File: src/rtl/exc_pkg.sv
package exc_pkg;
   localparam int unsigned EXC_CW = 3;

   typedef enum logic [EXC_CW-1:0] {
      EXC_SFR_ILLEGAL  = 3'd0,
      EXC_DIV_ZERO     = 3'd1,
      EXC_DSTK_OVF     = 3'd2,
      EXC_DSTK_UNF     = 3'd3,
      EXC_ASTK_OVF     = 3'd4,
      EXC_ASTK_UNF     = 3'd5,
      EXC_CALL_ILLEGAL = 3'd6,
      EXC_OPC_ILLEGAL  = 3'd7
   } exc_code_e;

   typedef enum logic [2:0] {
      ST_IDLE      = 3'd0,
      ST_CLEAR     = 3'd1,
      ST_PUSH_IP   = 3'd2,
      ST_PUSH_CODE = 3'd3,
      ST_LOAD      = 3'd4
   } seq_state_e;
endpackage

File: src/rtl/exc_addr_check.sv
module exc_addr_check #(
   parameter int unsigned AW         = 16,
   parameter int unsigned SFR_TOP    = 'h1FF,
   parameter int unsigned SFR_RW_END = 'h20,
   parameter int unsigned SFR_RO_END = 'h28,
   parameter int unsigned SFR_WO_END = 'h30
) (
   input  logic          mem_valid,
   input  logic          mem_write,
   input  logic [AW-1:0] mem_addr,
   input  logic          jmp_valid,
   input  logic [AW-1:0] jmp_target,
   output logic          illegal_sfr,
   output logic          illegal_call,
   output logic          wr_block,
   output logic          rd_zero
);
   localparam logic [AW-1:0] TOP_A = AW'(SFR_TOP);
   localparam logic [AW-1:0] RW_A  = AW'(SFR_RW_END);
   localparam logic [AW-1:0] RO_A  = AW'(SFR_RO_END);
   localparam logic [AW-1:0] WO_A  = AW'(SFR_WO_END);

   logic in_window, in_ro, in_wo, in_undef;

   always_comb begin
      in_window = (mem_addr <= TOP_A);
      in_ro     = (mem_addr >= RW_A) && (mem_addr < RO_A);
      in_wo     = (mem_addr >= RO_A) && (mem_addr < WO_A);
      in_undef  = in_window && (mem_addr >= WO_A);
   end

   assign illegal_sfr  = mem_valid && in_undef;
   assign wr_block     = mem_valid && mem_write && in_ro;
   assign rd_zero      = mem_valid && !mem_write && in_wo;
   assign illegal_call = jmp_valid && (jmp_target <= TOP_A);
endmodule

File: src/rtl/exc_prio_enc.sv
module exc_prio_enc #(
   parameter int unsigned N  = 8,
   parameter int unsigned CW = 3
) (
   input  logic [N-1:0]  req,
   output logic          any,
   output logic [CW-1:0] code
);
   logic [N:0]   lower;
   logic [N-1:0] grant;

   assign lower[0] = 1'b0;
   for (genvar i = 0; i < N; i++) begin : g_chain
      assign grant[i]   = req[i] && !lower[i];
      assign lower[i+1] = lower[i] || req[i];
   end

   assign any = lower[N];

   always_comb begin
      code = '0;
      for (int i = 0; i < N; i++) begin
         if (grant[i]) code = code | CW'(i);
      end
   end
endmodule

File: src/rtl/exc_seq_fsm.sv
module exc_seq_fsm
   import exc_pkg::*;
#(
   parameter int unsigned AW        = 16,
   parameter int unsigned DW        = 16,
   parameter int unsigned CW        = 3,
   parameter int unsigned VEC0_ADDR = 'h100
) (
   input  logic          clk,
   input  logic          rst_n,
   input  logic          req_any,
   input  logic [CW-1:0] req_code,
   input  logic [AW-1:0] cur_ip,
   input  logic [AW-1:0] vec_rd_data,
   output logic          busy,
   output logic          dstk_clear,
   output logic          dstk_push,
   output logic [DW-1:0] dstk_push_data,
   output logic          vec_rd_en,
   output logic [AW-1:0] vec_rd_addr,
   output logic          ip_load,
   output logic [AW-1:0] ip_load_val
);
   seq_state_e    state_q, state_d;
   logic [AW-1:0] ip_q;
   logic [CW-1:0] code_q;

   always_comb begin
      state_d = state_q;
      unique case (state_q)
         ST_IDLE:      if (req_any) state_d = ST_CLEAR;
         ST_CLEAR:     state_d = ST_PUSH_IP;
         ST_PUSH_IP:   state_d = ST_PUSH_CODE;
         ST_PUSH_CODE: state_d = ST_LOAD;
         ST_LOAD:      state_d = ST_IDLE;
         default:      state_d = ST_IDLE;
      endcase
   end

   always_ff @(posedge clk) begin
      if (!rst_n) begin
         state_q <= ST_IDLE;
         ip_q    <= '0;
         code_q  <= '0;
      end else begin
         state_q <= state_d;
         if (state_q == ST_IDLE && req_any) begin
            ip_q   <= cur_ip;
            code_q <= req_code;
         end
      end
   end

   assign busy        = (state_q != ST_IDLE);
   assign dstk_clear  = (state_q == ST_CLEAR);
   assign dstk_push   = (state_q == ST_PUSH_IP) || (state_q == ST_PUSH_CODE);
   assign vec_rd_en   = (state_q == ST_LOAD);
   assign ip_load     = (state_q == ST_LOAD);
   assign vec_rd_addr = AW'(VEC0_ADDR);
   assign ip_load_val = vec_rd_data;

   always_comb begin
      dstk_push_data = '0;
      if (state_q == ST_PUSH_IP)   dstk_push_data = DW'(ip_q);
      if (state_q == ST_PUSH_CODE) dstk_push_data = DW'(code_q);
   end
endmodule

File: src/rtl/exc_entry_seq.sv
module exc_entry_seq
   import exc_pkg::*;
#(
   parameter int unsigned AW         = 16,
   parameter int unsigned DW         = 16,
   parameter int unsigned NUM_CODES  = 8,
   parameter int unsigned SFR_TOP    = 'h1FF,
   parameter int unsigned SFR_RW_END = 'h20,
   parameter int unsigned SFR_RO_END = 'h28,
   parameter int unsigned SFR_WO_END = 'h30,
   parameter int unsigned VEC0_ADDR  = 'h100
) (
   input  logic                 clk,
   input  logic                 rst_n,
   input  logic [NUM_CODES-1:0] ext_req,
   input  logic [AW-1:0]        cur_ip,
   input  logic                 mem_valid,
   input  logic                 mem_write,
   input  logic [AW-1:0]        mem_addr,
   input  logic                 jmp_valid,
   input  logic [AW-1:0]        jmp_target,
   input  logic [AW-1:0]        vec_rd_data,
   output logic                 busy,
   output logic                 dstk_clear,
   output logic                 dstk_push,
   output logic [DW-1:0]        dstk_push_data,
   output logic                 vec_rd_en,
   output logic [AW-1:0]        vec_rd_addr,
   output logic                 ip_load,
   output logic [AW-1:0]        ip_load_val,
   output logic                 sfr_wr_block,
   output logic                 sfr_rd_zero
);
   localparam int unsigned CW = EXC_CW;

   if (DW < AW) begin : g_bad_dw
      $error("exc_entry_seq: DW must hold a full IP");
   end
   if (NUM_CODES != (1 << CW)) begin : g_bad_codes
      $error("exc_entry_seq: NUM_CODES must match the code width");
   end
   if (!(SFR_RW_END <= SFR_RO_END && SFR_RO_END <= SFR_WO_END
         && SFR_WO_END <= SFR_TOP + 1)) begin : g_bad_map
      $error("exc_entry_seq: register regions out of order");
   end
   if (SFR_TOP >= (64'd1 << AW)) begin : g_bad_top
      $error("exc_entry_seq: SFR_TOP exceeds address width");
   end

   logic                 illegal_sfr, illegal_call;
   logic [NUM_CODES-1:0] all_req;
   logic                 req_any;
   logic [CW-1:0]        req_code;

   exc_addr_check #(
      .AW(AW), .SFR_TOP(SFR_TOP), .SFR_RW_END(SFR_RW_END),
      .SFR_RO_END(SFR_RO_END), .SFR_WO_END(SFR_WO_END)
   ) u_addr (
      .mem_valid   (mem_valid),
      .mem_write   (mem_write),
      .mem_addr    (mem_addr),
      .jmp_valid   (jmp_valid),
      .jmp_target  (jmp_target),
      .illegal_sfr (illegal_sfr),
      .illegal_call(illegal_call),
      .wr_block    (sfr_wr_block),
      .rd_zero     (sfr_rd_zero)
   );

   always_comb begin
      all_req = ext_req;
      all_req[EXC_SFR_ILLEGAL]  = ext_req[EXC_SFR_ILLEGAL]  | illegal_sfr;
      all_req[EXC_CALL_ILLEGAL] = ext_req[EXC_CALL_ILLEGAL] | illegal_call;
   end

   exc_prio_enc #(.N(NUM_CODES), .CW(CW)) u_prio (
      .req (all_req),
      .any (req_any),
      .code(req_code)
   );

   exc_seq_fsm #(.AW(AW), .DW(DW), .CW(CW), .VEC0_ADDR(VEC0_ADDR)) u_fsm (
      .clk           (clk),
      .rst_n         (rst_n),
      .req_any       (req_any),
      .req_code      (req_code),
      .cur_ip        (cur_ip),
      .vec_rd_data   (vec_rd_data),
      .busy          (busy),
      .dstk_clear    (dstk_clear),
      .dstk_push     (dstk_push),
      .dstk_push_data(dstk_push_data),
      .vec_rd_en     (vec_rd_en),
      .vec_rd_addr   (vec_rd_addr),
      .ip_load       (ip_load),
      .ip_load_val   (ip_load_val)
   );
endmodule

File: config.mk
export PLATFORM = sky130hd
export DESIGN_NAME = exc_entry_seq
export DESIGN_NICKNAME = d
export VERILOG_FILES = /design/src/rtl/exc_pkg.sv /design/src/rtl/exc_addr_check.sv /design/src/rtl/exc_prio_enc.sv /design/src/rtl/exc_seq_fsm.sv /design/src/rtl/exc_entry_seq.sv
export SDC_FILE = /design/constraint.sdc
export NUM_CORES = 1
export LEC_CHECK = 0
export BUFFER_PORTS_ARGS = -buffer_cell sky130_fd_sc_hd__buf_4
export CAP_MARGIN = 40
export CORE_ASPECT_RATIO = 0.5
export CORE_MARGIN = 5
export CORE_UTILIZATION = 38
export CTS_CLUSTER_DIAMETER = 50
export CTS_CLUSTER_SIZE = 40
export DETAILED_ROUTE_END_ITERATION = 10
export GPL_TIMING_DRIVEN = 0
export PLACE_DENSITY_LB_ADDON = 0.05
export SLEW_MARGIN = 10
export SYNTH_ARGS = -nofsm -noshare
export SYNTH_HDL_FRONTEND = slang
export SYNTH_HIERARCHICAL = 1
export SYNTH_SLANG_ARGS = --single-unit
export TNS_END_PERCENT = 10
File: constraint.sdc
create_clock -name clk -period 2.68 [get_ports clk]
set_input_delay 0.536 -clock clk [delete_from_list [all_inputs] [get_ports clk]]
set_output_delay 0.536 -clock clk [all_outputs]
set_load 0.01 [all_outputs]
==> reports/qor.yml, run 1 <==
outcome: "finished, final reports clean"
p_comb_share_pct: 35.7
hold_buffers: 0
ctsResizeCount: 0
synth_area_leaders: "dfxtp_1 29%, buf_4 16%, mux2i_1 14%, nand2_1 9.6%, and2_1 5.3%"
netlist_top_cells_count: "39 x nand2_1, 33 x buf_4, 22 x dfxtp_1, 22 x mux2i_1, 13 x and2_1"
ant_nets: 0
clk_pin_slew_ns: 0.07
htree_num_levels: 1
synthArstFlopShare_pct: 0
antenna_cells: 0
syn_area_um2: 1520
drc_errors: 0
post-route-period-util_pct: 88.6
r2r.worst_path.cells: 5
pwr-share-seq_pct: 42.2
worst_hold_path.num_cells: 2
fillCellCount: 373
routed_via_density: 4.33
row_count: 16
postCtsSetupRepairBufs: 0
numCtsBuffers: 3
grt_pass1_wl_um: 6100
cts_tree: "yes"
layout.cells.non_filler: 341
cts-root-buf: "clkbuf_8"
fp.dieH_um: 54.7
gp_routability_congestion: 0.708
ys_warn_count: 6
dp_hpwl_um: 3350
synth_flop_cell: "dfxtp_1"
grt_overflow: 0
route.vias.total: 1477
die_x_um: 99.5
yosysUniqueCellTypes: 32
leakagePower_uw: 0.00123
crit_path_max_fanout: 10
rsz0062_at_grt: "no"
startpoint_type: "input pin"
seq_area_frac_synth_pct: 28.9
p_per_area_nw_per_um2: 380
grt_usage_pct: 13.8
totalPowerFinal_uw: 887
drtIter0Drc: 45
skew_ns: 0.00243
netSwitchingPower_uw: 245
clock_latency_ns: 0.26
antenna_found_initial: 0
wirelength_um: 3940
clkPwrFrac_pct: 22.1
worstHoldPathType: "register to register"
intPower_uw: 643
cp_data_arrival_time_ns: 2.56
avgSynthCellArea_um2: 8.31
grt_pass1_vias: 1461
max-vdd-ir-drop_mv: 0.205
grt_max_degree: 12
layout.nets: 366
io_pins: 132
endpoint_kind: "register"
first_pass_iters: 4
initial_utilization_pct: 39.2
drive_above_1_share_pct: 46.3
synthCells: 183
fin_area_um2: 2340
cts_sinks: 22
synthMostInstantiatedCell: "nand2_1"
area_growth_pct: 53.5
utilization_pct: 60.1
dpl_cell_area_um2: 2290
dieArea_um2: 5450
setup_tns_ns: 0
synth-edff-count: 0
synth_seq_cells: 22
drv_cap: 0
period_needed_ns: 2.38
synth_top_area_cell: "dfxtp_1"
dp_cells: 338
switching_share_pct: 27.6
setup.worst_path.class: "input pin to register"
clockBufferDepth: 2
max_freq_mhz: 421
cp.required_ns: 2.87
setup_viol: 0
io_buffers: 87
yosysTopAreaCellShare_pct: 28.9
hold_viol_final: 0
wl_per_cell_um: 11.6
finalMaxSlewViolations: 0
coreArea_um2: 3880
[worst max-delay path: stages]
cell,delay (ns)
buf_4,0.11
or4b_4,0.54
nor3_1,0.20
or2_1,0.22
nor4_2,0.08
nand2_1,0.11
nor4b_4,0.22
buf_6,0.21
buf_12,0.16
mux2i_1,0.19
[flip-flops by register name (all words and copies together) (netlist names)]
register / count
u_fsm/ip_q: 16
u_fsm/code_q: 3
u_fsm/state_q: 3
[per-stage QoR]
| stage | worst slack (ns) | hold slack, ns |
|---|---|---|
| 2_1_floorplan | 0.379 | 0.430 |
| 3_3_place_gp | 0.0814 | 0.437 |
| 3_5_place_dp | 0.00239 | 0.445 |
| 4_1_cts | 0.284 | 0.456 |
| 5_1_grt | 0.101 | 0.479 |
| 6_report | 0.304 | 0.453 |
[routing by layer]
layer,wire length (µm),share of wire (%),GRT usage [%],up-vias
li1,-,-,-,767
met5,0,0,0,-
met1,1530,39,15.1,640
met4,19,0.48,2.04,0
met3,500,13,6.11,2
met2,1900,48,26.0,68
[power by group through the flow]
stage | sequential, µW | clock (µW) | combinational (µW)
6_report | 374 | 196 | 317
5_1_grt | 378 | 217 | 348
4_1_cts | 374 | 208 | 319
3_5_place_dp | 382 | 0 | 319
3_3_place_gp | 380 | 0 | 314
2_1_floorplan | 378 | 0 | 197
[cells by family (layout without fill, tap and decap cells)]
| family | count (synthesis) | in the layout | synth area share [%] |
|---|---|---|---|
| and+or+nand+nor | 83 | 83 | 30.8 |
| AOI/OAI and AO/OA | 7 | 7 | 2.96 |
| muxes | 22 | 22 | 14.5 |
| buffers and inverters | 46 | 136 | 21.7 |
| other | 2 | 16 | 0.494 |
| xor gates and xnor gates | 1 | 1 | 0.576 |
| DFF | 22 | 22 | 28.9 |
[cell usage in the layout, fill, tap and decap left out, types with 3 or more instances in the layout]
master	n
and2_1	13
buf_4	120
clkbuf_1	5
clkbuf_8	3
conb_1	16
dfxtp_1	22
inv_1	3
mux2i_1	22
nand2_1	39
nor2_1	6
nor3b_1	4
nor4_1	4
[final timing paths]
| path | to | slack (ns) | start |
|---|---|---|---|
| worst max-delay path | u_fsm/ip_q[2]$_SDFFE_PN0P_ | 0.30 | mem_addr[12] |
| worst min-delay path | u_fsm/ip_q[7]$_SDFFE_PN0P_ | 0.45 | u_fsm/ip_q[7]$_SDFFE_PN0P_ |
| worst max register to register | u_fsm/ip_q[2]$_SDFFE_PN0P_ | 1.33 | u_fsm/state_q[2]$_SDFFE_PN0P_ |
| worst min register to register | u_fsm/ip_q[7]$_SDFFE_PN0P_ | 0.45 | u_fsm/ip_q[7]$_SDFFE_PN0P_ |
[final cells by class]
type / count / area [µm²] / area share (%)
buffer: 43 / 319 / 13.7
clock buffer: 3 / 41.3 / 1.77
inverter: 3 / 11.3 / 0.482
multi-input combinational: 129 / 803 / 34.4
sequential: 22 / 440 / 18.9
tap: 54 / 67.6 / 2.89
timing repair buffer: 87 / 653 / 28.0
Power figures use the tool's default switching activity.
==> run 2: changes to the inputs <==
--- a/config.mk
+++ b/config.mk
@@ -9,7 +9,8 @@
 export CAP_MARGIN = 40
 export CORE_ASPECT_RATIO = 0.5
 export CORE_MARGIN = 5
-export CORE_UTILIZATION = 38
+export CORE_UTILIZATION = 39
+export CTS_BUF_LIST = sky130_fd_sc_hd__clkbuf_2
 export CTS_CLUSTER_DIAMETER = 50
 export CTS_CLUSTER_SIZE = 40
 export DETAILED_ROUTE_END_ITERATION = 10
==> run 2 against run 1 <==
Critical path type is now register to primary output. Highest routed layer unchanged. Flip-flop and latch count is the same. Via count grew 3.5%. Critical endpoint is now dstk_push_data[8]. Final area shrank 0.96%. Largest cell class unchanged.
==> reports/qor.yml, run 2 (synthesis results as in run 1) <==
outcome: "finished, final reports clean"  # unchanged
max_freq_mhz: 430  # was 421 MHz
setup_viol: 0  # unchanged
largest_reg_flops: 16  # unchanged
startpoint_type: "register"  # was input pin
grt_pass1_vias: 1509  # was 1461
r2r-end: "u_fsm/ip_q[4]$_SDFFE_PN0P_"  # was u_fsm/ip_q[2]$_SDFFE_PN0P_
leakagePower_uw: 0.00122  # was 0.00123 µW
largest-register: "u_fsm/ip_q"  # unchanged
rsz0062_at_grt: "no"  # unchanged
grt_max_degree: 13  # was 12
r2r_slack_ns: 1.32  # was 1.33 ns
io_buffers: 87  # unchanged
cp_data_arrival_time_ns: 1.79  # was 2.56 ns
fp.dieH_um: 54.2  # was 54.7 µm
clockBufferDepth: 2  # unchanged
p_comb_share_pct: 38.4  # was 35.7%
row_count: 16  # unchanged
route.vias.total: 1528  # was 1477
cp.required_ns: 2.14  # was 2.87 ns
routed_via_density: 4.47  # was 4.33
hold_buffers: 0  # unchanged
largestRegisters: "u_fsm/ip_q x16, u_fsm/code_q x3, u_fsm/state_q x3"  # unchanged
r2r_start: "u_fsm/state_q[2]$_SDFFE_PN0P_"  # unchanged
clkPwrFrac_pct: 16.2  # was 22.1%
ctsResizeCount: 0  # unchanged
endpoint_kind: "primary output"  # was register
drive_above_1_share_pct: 46.2  # was 46.3%
fin_area_um2: 2310  # was 2340 µm²
final_common_cell: "buf_4"  # unchanged
regArea_um2: 440  # unchanged
r2r.worst_path.cells: 5  # unchanged
grt_overflow: 0  # unchanged
coreArea_um2: 3820  # was 3880 µm²
post-route-period-util_pct: 86.7  # was 88.6%
dieArea_um2: 5330  # was 5450 µm²
wirelength_um: 4120  # was 3940 µm
io_pins: 132  # unchanged
p_per_area_nw_per_um2: 357  # was 380 nW/µm²
drv_cap: 0  # unchanged
dp_hpwl_um: 3450  # was 3350 µm
dpl_cell_area_um2: 2290  # unchanged
clk_pin_slew_ns: 0.21  # was 0.07 ns
cts_tree: "yes"  # unchanged
switching_share_pct: 30.2  # was 27.6%
drc_errors: 0  # unchanged
netSwitchingPower_uw: 249  # was 245 µW
first_pass_iters: 4  # unchanged
setup_tns_ns: 0  # unchanged
drtIter0Drc: 36  # was 45
period_needed_ns: 2.32  # was 2.38 ns
die_x_um: 98.3  # was 99.5 µm
antenna_found_initial: 0  # unchanged
layout_common_cells: "120 x buf_4, 39 x nand2_1, 22 x mux2i_1, 22 x dfxtp_1, 16 x conb_1"  # unchanged
multiInputGateArea_um2: 803  # unchanged
cts-root-buf: "clkbuf_2"  # was clkbuf_8
grt_usage_pct: 14.9  # was 13.8%
finalMaxSlewViolations: 0  # unchanged
cp-startpoint: "u_fsm/state_q[0]$_SDFFE_PN0P_"  # was mem_addr[12]
initial_utilization_pct: 39.8  # was 39.2%
pwr-share-seq_pct: 45.4  # was 42.2%
htree_num_levels: 1  # unchanged
postCtsSetupRepairBufs: 0  # unchanged
crit_path_end: "dstk_push_data[8]"  # was u_fsm/ip_q[2]$_SDFFE_PN0P_
skew_ns: 0.00168  # was 0.00243 ns
max-vdd-ir-drop_mv: 0.145  # was 0.205 mV
ant_nets: 0  # unchanged
wl_per_cell_um: 12.0  # was 11.6 µm
crit_path_max_fanout: 10  # unchanged
numCtsBuffers: 3  # unchanged
setup.worst_path.class: "register to primary output"  # was input pin to register
area_growth_pct: 52.1  # was 53.5%
clock_latency_ns: 0.32  # was 0.26 ns
grt_pass1_wl_um: 6510  # was 6100 µm
gp_routability_congestion: 0.723  # was 0.708
hold_viol_final: 0  # unchanged
worstHoldPathType: "input pin to register"  # was register to register
fillCellCount: 354  # was 373
layout.nets: 366  # unchanged
intPower_uw: 576  # was 643 µW
antenna_cells: 0  # unchanged
cts_sinks: 22  # unchanged
[run 2: area by class of cell]
type,count,share of cell area (%)
flip-flops and latches,22,19.0
plain buffers,43,13.8
multi-input cells,129,34.7
inverters,3,0.487
clock inverters,1,0.162
well taps,54,2.92
repair buffers,87,28.2
clock buffers,3,0.649
[run 2: worst min path at each step]
stage	start	end	depth (start not counted)	slack, ns
2_1_floorplan	u_fsm/ip_q[10]$_SDFFE_PN0P_	u_fsm/ip_q[10]$_SDFFE_PN0P_	2	0.43
3_3_place_gp	u_fsm/ip_q[12]$_SDFFE_PN0P_	u_fsm/ip_q[12]$_SDFFE_PN0P_	2	0.44
3_5_place_dp	u_fsm/ip_q[7]$_SDFFE_PN0P_	u_fsm/ip_q[7]$_SDFFE_PN0P_	2	0.45
4_1_cts	cur_ip[13]	u_fsm/ip_q[13]$_SDFFE_PN0P_	3	0.41
5_1_grt	cur_ip[6]	u_fsm/ip_q[6]$_SDFFE_PN0P_	3	0.38
6_report	cur_ip[6]	u_fsm/ip_q[6]$_SDFFE_PN0P_	3	0.43
[run 2: metal layers]
layer	share of wire, %	wire length, µm	global-route usage [%]
met1	36	1480	15.0
met2	48	1990	28.2
met3	15	628	9.18
met4	0.46	19	1.36
met5	0	0	0
[run 2: power groups by stage]
stage / Combinational [µW] / Sequential [µW] / Clock [µW]
after floorplan: 197 / 378 / 0
after global placement: 314 / 380 / 0
after detailed placement: 319 / 382 / 0
after CTS: 320 / 375 / 143
after global routing: 349 / 379 / 156
final: 317 / 374 / 134
[run 2: stage by stage]
step                      total power, µW  setup slack [ns]  cells  utilization, %  hold slack (ns)
after floorplan                       575             0.379    197               -            0.430
after global placement                694            0.0765    338            60.0            0.437
after detailed placement              701            0.0510    338            60.0            0.445
after CTS                             837             0.302    342            60.5            0.409
after global routing                  884             0.134    342            60.5            0.380
final                                 825             0.356    342            60.5            0.429
[run 2: worst max-delay path, stage by stage (launching register included)]
cell	delay, ns
dfxtp_1	0.38
buf_2	0.20
nor3b_2	0.27
clkbuf_1	0.31
and2_1	0.19
buf_4	0.12
